<file path="src/rtl/tdm_prbs_pkg.sv">
package tdm_prbs_pkg;
    typedef enum logic [1:0] {
        ST_IDLE   = 2'd0,
        ST_LOAD   = 2'd1,
        ST_VERIFY = 2'd2,
        ST_LOCKED = 2'd3
    } chk_state_e;

    localparam logic [2:0] A_SEL    = 3'd0;
    localparam logic [2:0] A_RXD    = 3'd1;
    localparam logic [2:0] A_CTRL   = 3'd2;
    localparam logic [2:0] A_FRM_LO = 3'd3;
    localparam logic [2:0] A_FRM_HI = 3'd4;
    localparam logic [2:0] A_ERR_LO = 3'd5;
    localparam logic [2:0] A_ERR_HI = 3'd6;
    localparam logic [2:0] A_STAT   = 3'd7;
endpackage

</file>
<file path="src/rtl/prbs_lock_fsm.sv">
module prbs_lock_fsm
    import tdm_prbs_pkg::*;
#(
    parameter int DATA_W     = 8,
    parameter int LFSR_W     = 11,
    parameter int TAP_A      = 9,
    parameter int LOCK_BITS  = 11,
    parameter int WIN_FRAMES = 4,
    parameter int LOL_ERR    = 8,
    localparam int EW        = $clog2(DATA_W + 1)
) (
    input  logic              clk,
    input  logic              rst_n,
    input  logic              soft_rst,
    input  logic              run,
    input  logic              restart,
    input  logic              prbs_mode,
    input  logic [DATA_W-1:0] exp_byte,
    input  logic              byte_stb,
    input  logic [DATA_W-1:0] byte_in,
    output logic              locked,
    output logic              frame_inc,
    output logic [EW-1:0]     err_inc
);
    localparam int BMAX = (LFSR_W > LOCK_BITS) ? LFSR_W : LOCK_BITS;
    localparam int BC_W = $clog2(BMAX + 1);
    localparam int WC_W = (WIN_FRAMES > 1) ? $clog2(WIN_FRAMES) : 1;
    localparam int WE_W = $clog2(WIN_FRAMES * DATA_W + 1);

    chk_state_e        st_q, st_n;
    logic [LFSR_W-1:0] hist_q, hist_n;
    logic [BC_W-1:0]   bcnt_q, bcnt_n;
    logic [WC_W-1:0]   wcnt_q, wcnt_n;
    logic [WE_W-1:0]   werr_q, werr_n;
    logic              counted;
    logic [EW-1:0]     errs;

    // State register process
    always_ff @(posedge clk or negedge rst_n) begin
        if (!rst_n) begin
            st_q   <= ST_IDLE;
            hist_q <= '0;
            bcnt_q <= '0;
            wcnt_q <= '0;
            werr_q <= '0;
        end else if (soft_rst) begin
            st_q   <= ST_IDLE;
            hist_q <= '0;
            bcnt_q <= '0;
            wcnt_q <= '0;
            werr_q <= '0;
        end else begin
            st_q   <= st_n;
            hist_q <= hist_n;
            bcnt_q <= bcnt_n;
            wcnt_q <= wcnt_n;
            werr_q <= werr_n;
        end
    end

    // Next-state process: one captured byte is walked bit by bit
    always_comb begin
        chk_state_e      s;
        logic            b, p;
        logic [WE_W-1:0] sum;
        st_n    = st_q;
        hist_n  = hist_q;
        bcnt_n  = bcnt_q;
        wcnt_n  = wcnt_q;
        werr_n  = werr_q;
        counted = 1'b0;
        errs    = '0;
        s       = st_q;
        sum     = '0;
        if (restart || !run) begin
            st_n   = ST_IDLE;
            bcnt_n = '0;
            wcnt_n = '0;
            werr_n = '0;
        end else if (byte_stb) begin
            if (!prbs_mode) begin
                st_n    = ST_LOCKED;
                counted = 1'b1;
                for (int i = 0; i < DATA_W; i++)
                    errs = errs + EW'(byte_in[i] ^ exp_byte[i]);
            end else begin
                counted = (st_q == ST_LOCKED);
                if (s == ST_IDLE) begin
                    s      = ST_LOAD;
                    bcnt_n = '0;
                end
                for (int i = 0; i < DATA_W; i++) begin
                    b = byte_in[DATA_W-1-i];
                    p = hist_n[TAP_A-1] ^ hist_n[LFSR_W-1];
                    unique case (s)
                        ST_LOCKED: begin
                            if (b != p) errs = errs + EW'(1);
                            hist_n = {hist_n[LFSR_W-2:0], p};
                        end
                        ST_LOAD: begin
                            hist_n = {hist_n[LFSR_W-2:0], b};
                            if (bcnt_n == BC_W'(LFSR_W - 1)) begin
                                s      = ST_VERIFY;
                                bcnt_n = '0;
                            end else begin
                                bcnt_n = bcnt_n + BC_W'(1);
                            end
                        end
                        ST_VERIFY: begin
                            hist_n = {hist_n[LFSR_W-2:0], b};
                            if (b != p) begin
                                s      = ST_LOAD;
                                bcnt_n = '0;
                            end else if (bcnt_n == BC_W'(LOCK_BITS - 1)) begin
                                s      = ST_LOCKED;
                                bcnt_n = '0;
                            end else begin
                                bcnt_n = bcnt_n + BC_W'(1);
                            end
                        end
                        default: ;
                    endcase
                end
                if (counted) begin
                    sum = werr_q + WE_W'(errs);
                    if (wcnt_q == WC_W'(WIN_FRAMES - 1)) begin
                        wcnt_n = '0;
                        werr_n = '0;
                        if (sum >= WE_W'(LOL_ERR)) begin
                            s      = ST_LOAD;
                            bcnt_n = '0;
                        end
                    end else begin
                        wcnt_n = wcnt_q + WC_W'(1);
                        werr_n = sum;
                    end
                end
                st_n = s;
            end
        end
    end

    // Output process
    always_comb begin
        locked    = (st_q == ST_LOCKED);
        frame_inc = counted;
        err_inc   = counted ? errs : '0;
    end

    // in PRBS mode lock is only entered from the verify phase
    p_lock_from_verify_r3: assert property (@(posedge clk) disable iff (!rst_n)
        (st_q == ST_LOCKED && $past(st_q) != ST_LOCKED && $past(prbs_mode) && !$past(restart))
        |-> $past(st_q) == ST_VERIFY);

    // a stopped checker sits in IDLE
    p_idle_when_stopped_r9: assert property (@(posedge clk) disable iff (!rst_n)
        !run |=> st_q == ST_IDLE);
endmodule

</file>
<file path="config.mk">
export PLATFORM = sky130hd
export DESIGN_NAME = prbs_lock_fsm
export DESIGN_NICKNAME = d
export VERILOG_FILES = /design/src/rtl/tdm_prbs_pkg.sv /design/src/rtl/prbs_lock_fsm.sv
export SDC_FILE = /design/constraint.sdc
export NUM_CORES = 1
export LEC_CHECK = 0
export ABC_CLOCK_PERIOD_IN_PS = 28500
export CAP_MARGIN = 10
export CORE_UTILIZATION = 30
export CTS_CLUSTER_SIZE = 10
export DETAILED_ROUTE_END_ITERATION = 8
export PLACE_DENSITY = 0.56
export SETUP_SLACK_MARGIN = 0.02
export SYNTH_ARGS = -nofsm -noshare
export SYNTH_HDL_FRONTEND = slang
export SYNTH_SLANG_ARGS = --single-unit
</file>
<file path="constraint.sdc">
create_clock -name clk -period 28.5 [get_ports clk]
set_input_delay 4.275 -clock clk [delete_from_list [all_inputs] [get_ports clk]]
set_output_delay 4.275 -clock clk [all_outputs]
set_load 0.01 [all_outputs]
</file>
-- Yosys cells after proc, flatten, opt, wreduce, memory -nomap -nowiden
Cells that the tools add are included.
- register bits: 25
- logic and storage cells: 320
- mux-type cells: 212
- reduce and logical (&&, ||, !) cells: 19
- magnitude comparators: 1
- bitwise operators: 16
- equality and inequality tests: 43
- $add $sub $neg: 24
- operators with widths (cell ; count):
    $mux W4 ; 90
    $mux W11 ; 25
    $pmux W11 S2 ; 8
    $mux W2 ; 62
    $pmux W4 S2 ; 8
    $add A4 B1 Y4 const B ; 15
    $eq A2 B2 Y1 const B ; 18
    $mux W6 ; 6
    $eq A4 B4 Y1 const B ; 8
    $pmux W2 S2 ; 8
    $add A4 B1 Y4 ; 4
    $eq A2 B1 Y1 const B ; 8
    $reduce_or A2 Y1 ; 8
    $xor A1 B1 Y1 ; 16
    $reduce_bool A3 Y1 ; 3
    $ne A1 B1 Y1 ; 8
    $add A6 B4 Y6 ; 1
    $ge A6 B4 Y1 const B ; 1
    $reduce_and A3 Y1 ; 2
    $mux W1 ; 5
    $add A3 B1 Y4 ; 1
    $reduce_bool A2 Y1 ; 2
    $add A2 B1 Y3 ; 1
    $add A1 B1 Y2 ; 1
    other kinds (6) ; 6

-- Longest topological paths before layout
- word-level depth: 69
- gate-level depth with buffers: 64
- mapped depth without buffers: 59

-- Least setup slack after synthesis
OpenSTA, ideal clock, no wires.
- kind: input port to output port
- start: in byte_in[7]
- end: out err_inc[2]
- arrival: 13509 ps
- setup slack: 10716 ps
- stages: 43
- path through: xnor3_2 -> and4bb_4 -> nor4_4 -> ha_1 -> nand3_1 -> a21o_1 -> a21o_1 -> nand3_1 -> o21ai_0 -> nor3_1 -> ha_1 -> clkbuf_1 -> inv_1 -> o31ai_1 -> a211oi_1 -> inv_1 -> ha_1 -> clkbuf_1 -> (+7 left out) -> nand2_1 -> nor3_2 -> o21ai_1 -> a21oi_2 -> ha_1 -> clkbuf_1 -> o21ai_0 -> o22ai_1 -> xor2_1 -> xor2_1 -> inv_1 -> nor3_1 -> mux2_2 -> ha_1 -> nand4_1 -> xnor2_1 -> a21oi_1 -> nor2b_1
- longest elaborated chain between the ends: 58
- elaborated cells between the ends (all ways): 208
- those cells by class: add/sub: 13; eq/ne: 32; mux: 150; bitwise: 7; reduce/logical: 6
- RTL lines (item ; RTL line ; source):
    from (decl) ; prbs_lock_fsm.sv:20 ; input logic [DATA_W-1:0] byte_in,
    branches (longest 54 deep; another with $add A4 B1 Y4) ; n/a ;
    $mux W4 * ; prbs_lock_fsm.sv:81 ; if (!prbs_mode) begin
    $mux W4 * ; prbs_lock_fsm.sv:80 ; end else if (byte_stb) begin
    $mux W4 * ; prbs_lock_fsm.sv:75 ; if (restart || !run) begin
    $mux W4 * ; prbs_lock_fsm.sv:147 ; err_inc = counted ? errs : '0;
    to (decl) ; prbs_lock_fsm.sv:23 ; output logic [EW-1:0] err_inc
Every way passes the cells marked *. The select of a mux whose other input is x is not followed.

-- Final worst setup path
Ends and elaborated chain as after synthesis.

==> flow_metrics.env <==
export IMPL_synth_xor_area_share_pct=8.14
export IMPL_cts_tree="yes"
export IMPL_cts_made_buffers=3
export IMPL_path_buf_inv=7
export IMPL_cts_repair_resized=0
export IMPL_clock_power_share_pct=11.4
export IMPL_synthCells=735
export IMPL_setup_tns_final_ns=0
export IMPL_yosys_register_bits=25
export IMPL_dpl_cell_area_um2=6070
export IMPL_grt_pass1_vias=5075
export IMPL_antenna_left=0
export IMPL_syn_area_um2=5580
export IMPL_synth_area_top_cells="ha_1 13%, dfrtp_1 11%, o21ai_0 4.3%"
export IMPL_final_net_count=830
export IMPL_hold_ws_ns=0.502
export IMPL_clkTransAtPathRegs_ns=0.07
export IMPL_power_frac_seq_pct=13.8
export IMPL_crit_family="compound AO/OA/AOI/OAI gates"
export IMPL_dr_first_iter_drc_count=421
export IMPL_synth_edf_count=0
export IMPL_track_usage_pct=16.1
export IMPL_dp_hpwl_um=12800
export IMPL_p_leak_nw=2.50
export IMPL_dp_cells=970
export IMPL_yosysSeqAreaShare_pct=11.2
export IMPL_area_growth_syn_to_layout_pct=10.1
export IMPL_p_per_area_nw_per_um2=44.6
export IMPL_synth_ff_type="dfrtp_1"
export IMPL_port_buffers=28
export IMPL_synth_simple_area_share_pct=23.2
export IMPL_slowest_stage="a211oi_1"
export IMPL_die_x_um=138
export IMPL_routedWlPerCell_um=16.0
export IMPL_hold_viol=0
export IMPL_drc=2
export IMPL_finClkSkew_ns=0.00518
export IMPL_routabilityCongestion=0.892
export IMPL_synthMuxAreaShare_pct=4.80
export IMPL_start_util_pct=30.9
export IMPL_cp_slowest_stage_delay_ns=0.59
export IMPL_fin_util_pct=34.0
export IMPL_totalWireLength_um=15500
export IMPL_end_kind="output pin"
export IMPL_syn_nets=819
export IMPL_dieArea_um2=19200
export IMPL_ys_top_cells_by_count="57 x nand2_1, 56 x ha_1, 54 x inv_1"
export IMPL_htree_levels=1
export IMPL_synth_compound_area_share_pct=32.6
export IMPL_net_switching_power_w=0.000141
export IMPL_drv_cap=0
export IMPL_grt_pass1_wl_um=25700
export IMPL_die_height_um=138
export IMPL_cp_max_fo=11
export IMPL_synth_most_common_cell="nand2_1"
export IMPL_swShare_pct=51.6
export IMPL_fmax_mhz=49.5
export IMPL_antenna_found_initial=1
export IMPL_grt_overflow_total=0
export IMPL_irDropWorstVdd_mv=0.0239
export IMPL_rsz0062_at_grt="false"
export IMPL_vias=5386
export IMPL_layout_drive_gt1_share_pct=8.05
export IMPL_finalSetupViolCount=0
export IMPL_hp_class="register to register"
export IMPL_synth_top_family_by_area="compound AO/OA/AOI/OAI gates"
export IMPL_ios=29
export IMPL_slew_viol_final=0
export IMPL_violations="DRC"
export IMPL_async_flop_share_pct=100
export IMPL_pwr_share_comb_pct=74.8
export IMPL_fin_area_um2=6150
export IMPL_internal_power_w=0.000133
export IMPL_met1Wirelength_um=7760
export IMPL_crit_top_cell="ha_1"
export IMPL_yosysWarnings=0
export IMPL_highest_layer="met4"
export IMPL_period_share_pct=70.8
export IMPL_grt_max_degree=26
export IMPL_synth_top_area_share_pct=12.6
export IMPL_relSlewSlack_pct=41.6
export IMPL_min_period_ns=20.19
export IMPL_wl_met3_um=444
export IMPL_status="finished, violations left"
export IMPL_critPathKind="primary input to output pin"
export IMPL_clock_sinks=25
export IMPL_synthAdderAreaFrac_pct=14.3
export IMPL_cts_buffer_depth=2
export IMPL_fin_cells=974
export IMPL_wl_met2_um=7240
export IMPL_start_kind="primary input"
export IMPL_tightest_slew_ns=0.876
export IMPL_ys_types=94
export IMPL_routed_via_density=5.53
export IMPL_fp_row_count=49
export IMPL_first_pass_iters=7
export IMPL_cts_setup_buffers=0
export IMPL_arrival_ns=15.91
export IMPL_cts_root_buf="clkbuf_16"
export IMPL_design_core_area_um2=18100
export IMPL_required_ns=24.23
export IMPL_hold_buffers=0
export IMPL_diodes=0
export IMPL_yosys_area_top_type="ha_1"
export IMPL_clk_latency_ns=0.26
export IMPL_syn_avg_cell_area_um2=7.60
## layer usage
metal | global-route usage [%] | vias up
li1 | - | 2770
met1 | 22.9 | 2513
met2 | 27.5 | 97
met3 | 0.797 | 6
met4 | 1.89 | 0
met5 | 0 | -
## metrics by stage
stage	power (W)	worst slack [ns]
floorplan	0.000193	10.72
CTS	0.000273	8.34
finish	0.000274	8.31
global route	0.000300	7.26
global placement	0.000242	8.74
detailed placement	0.000241	8.34
## cell type report
type | instances | area, um^2
fillers | 1905 | 11900
multi-input cells | 626 | 4640
flip-flops and latches | 25 | 626
repair buffers | 30 | 295
well taps | 229 | 287
inverters | 60 | 225
clock buffers | 4 | 78.8
## cell families after synthesis
group	after synthesis
compound gates	255
xor+xnor	47
fa+ha+maj	61
buf+inv	84
flops	25
mux	24
simple gates	239
## registers in the layout, summed over array words and instances, names as in the netlist
register and cells:
wcnt_q 2, bcnt_q 4, hist_q 11, st_q 2
werr_q 6
## power groups by stage
stage	logic [W]	clock network (W)	registers, W
floorplan	0.000155	0	0.0000376
global route	0.000229	0.0000331	0.0000381
CTS	0.000203	0.0000314	0.0000379
global placement	0.000203	0	0.0000386
detailed placement	0.000202	0	0.0000385
finish	0.000205	0.0000312	0.0000379
## placed cells by master (no fill, tap or decap), types with 23 or more instances in the layout
cell / count
nor2_1: 46
o21ai_0: 48
dfrtp_1: 25
clkdlybuf4s50_1: 28
ha_1: 56
nand2_1: 57
nand3_1: 25
a21oi_1: 32
inv_1: 54
a22oi_1: 27
a22o_1: 23
xnor2_1: 25
## worst reg2reg max path, delay by kind of cell (launching register included)
| kind | cells | cell delay, ns |
|---|---|---|
| buffers and inverters | 8 | 0.99 |
| and+or+nand+nor | 14 | 2.68 |
| AOI/OAI and AO/OA | 16 | 4.35 |
| DFF | 1 | 0.57 |
| adders and majority gates | 8 | 2.76 |
| muxes | 2 | 0.68 |
| xor gates and xnor gates | 3 | 1.07 |
## final timing paths
check | start | endpoint | slack [ns] | cells past startpoint
max in group asynchronous | rst_n | bcnt_q[1] | 23.87 | 2
max | byte_in[7] | err_inc[2] | 8.31 | 42
min reg2reg | wcnt_q[0] | wcnt_q[0] | 0.50 | 1
min in group asynchronous | rst_n | werr_q[3] | 4.38 | 2
min | wcnt_q[0] | wcnt_q[0] | 0.50 | 1
max reg2reg | st_q[1] | bcnt_q[2] | 15.34 | 51
Power figures use the tool's default switching activity.
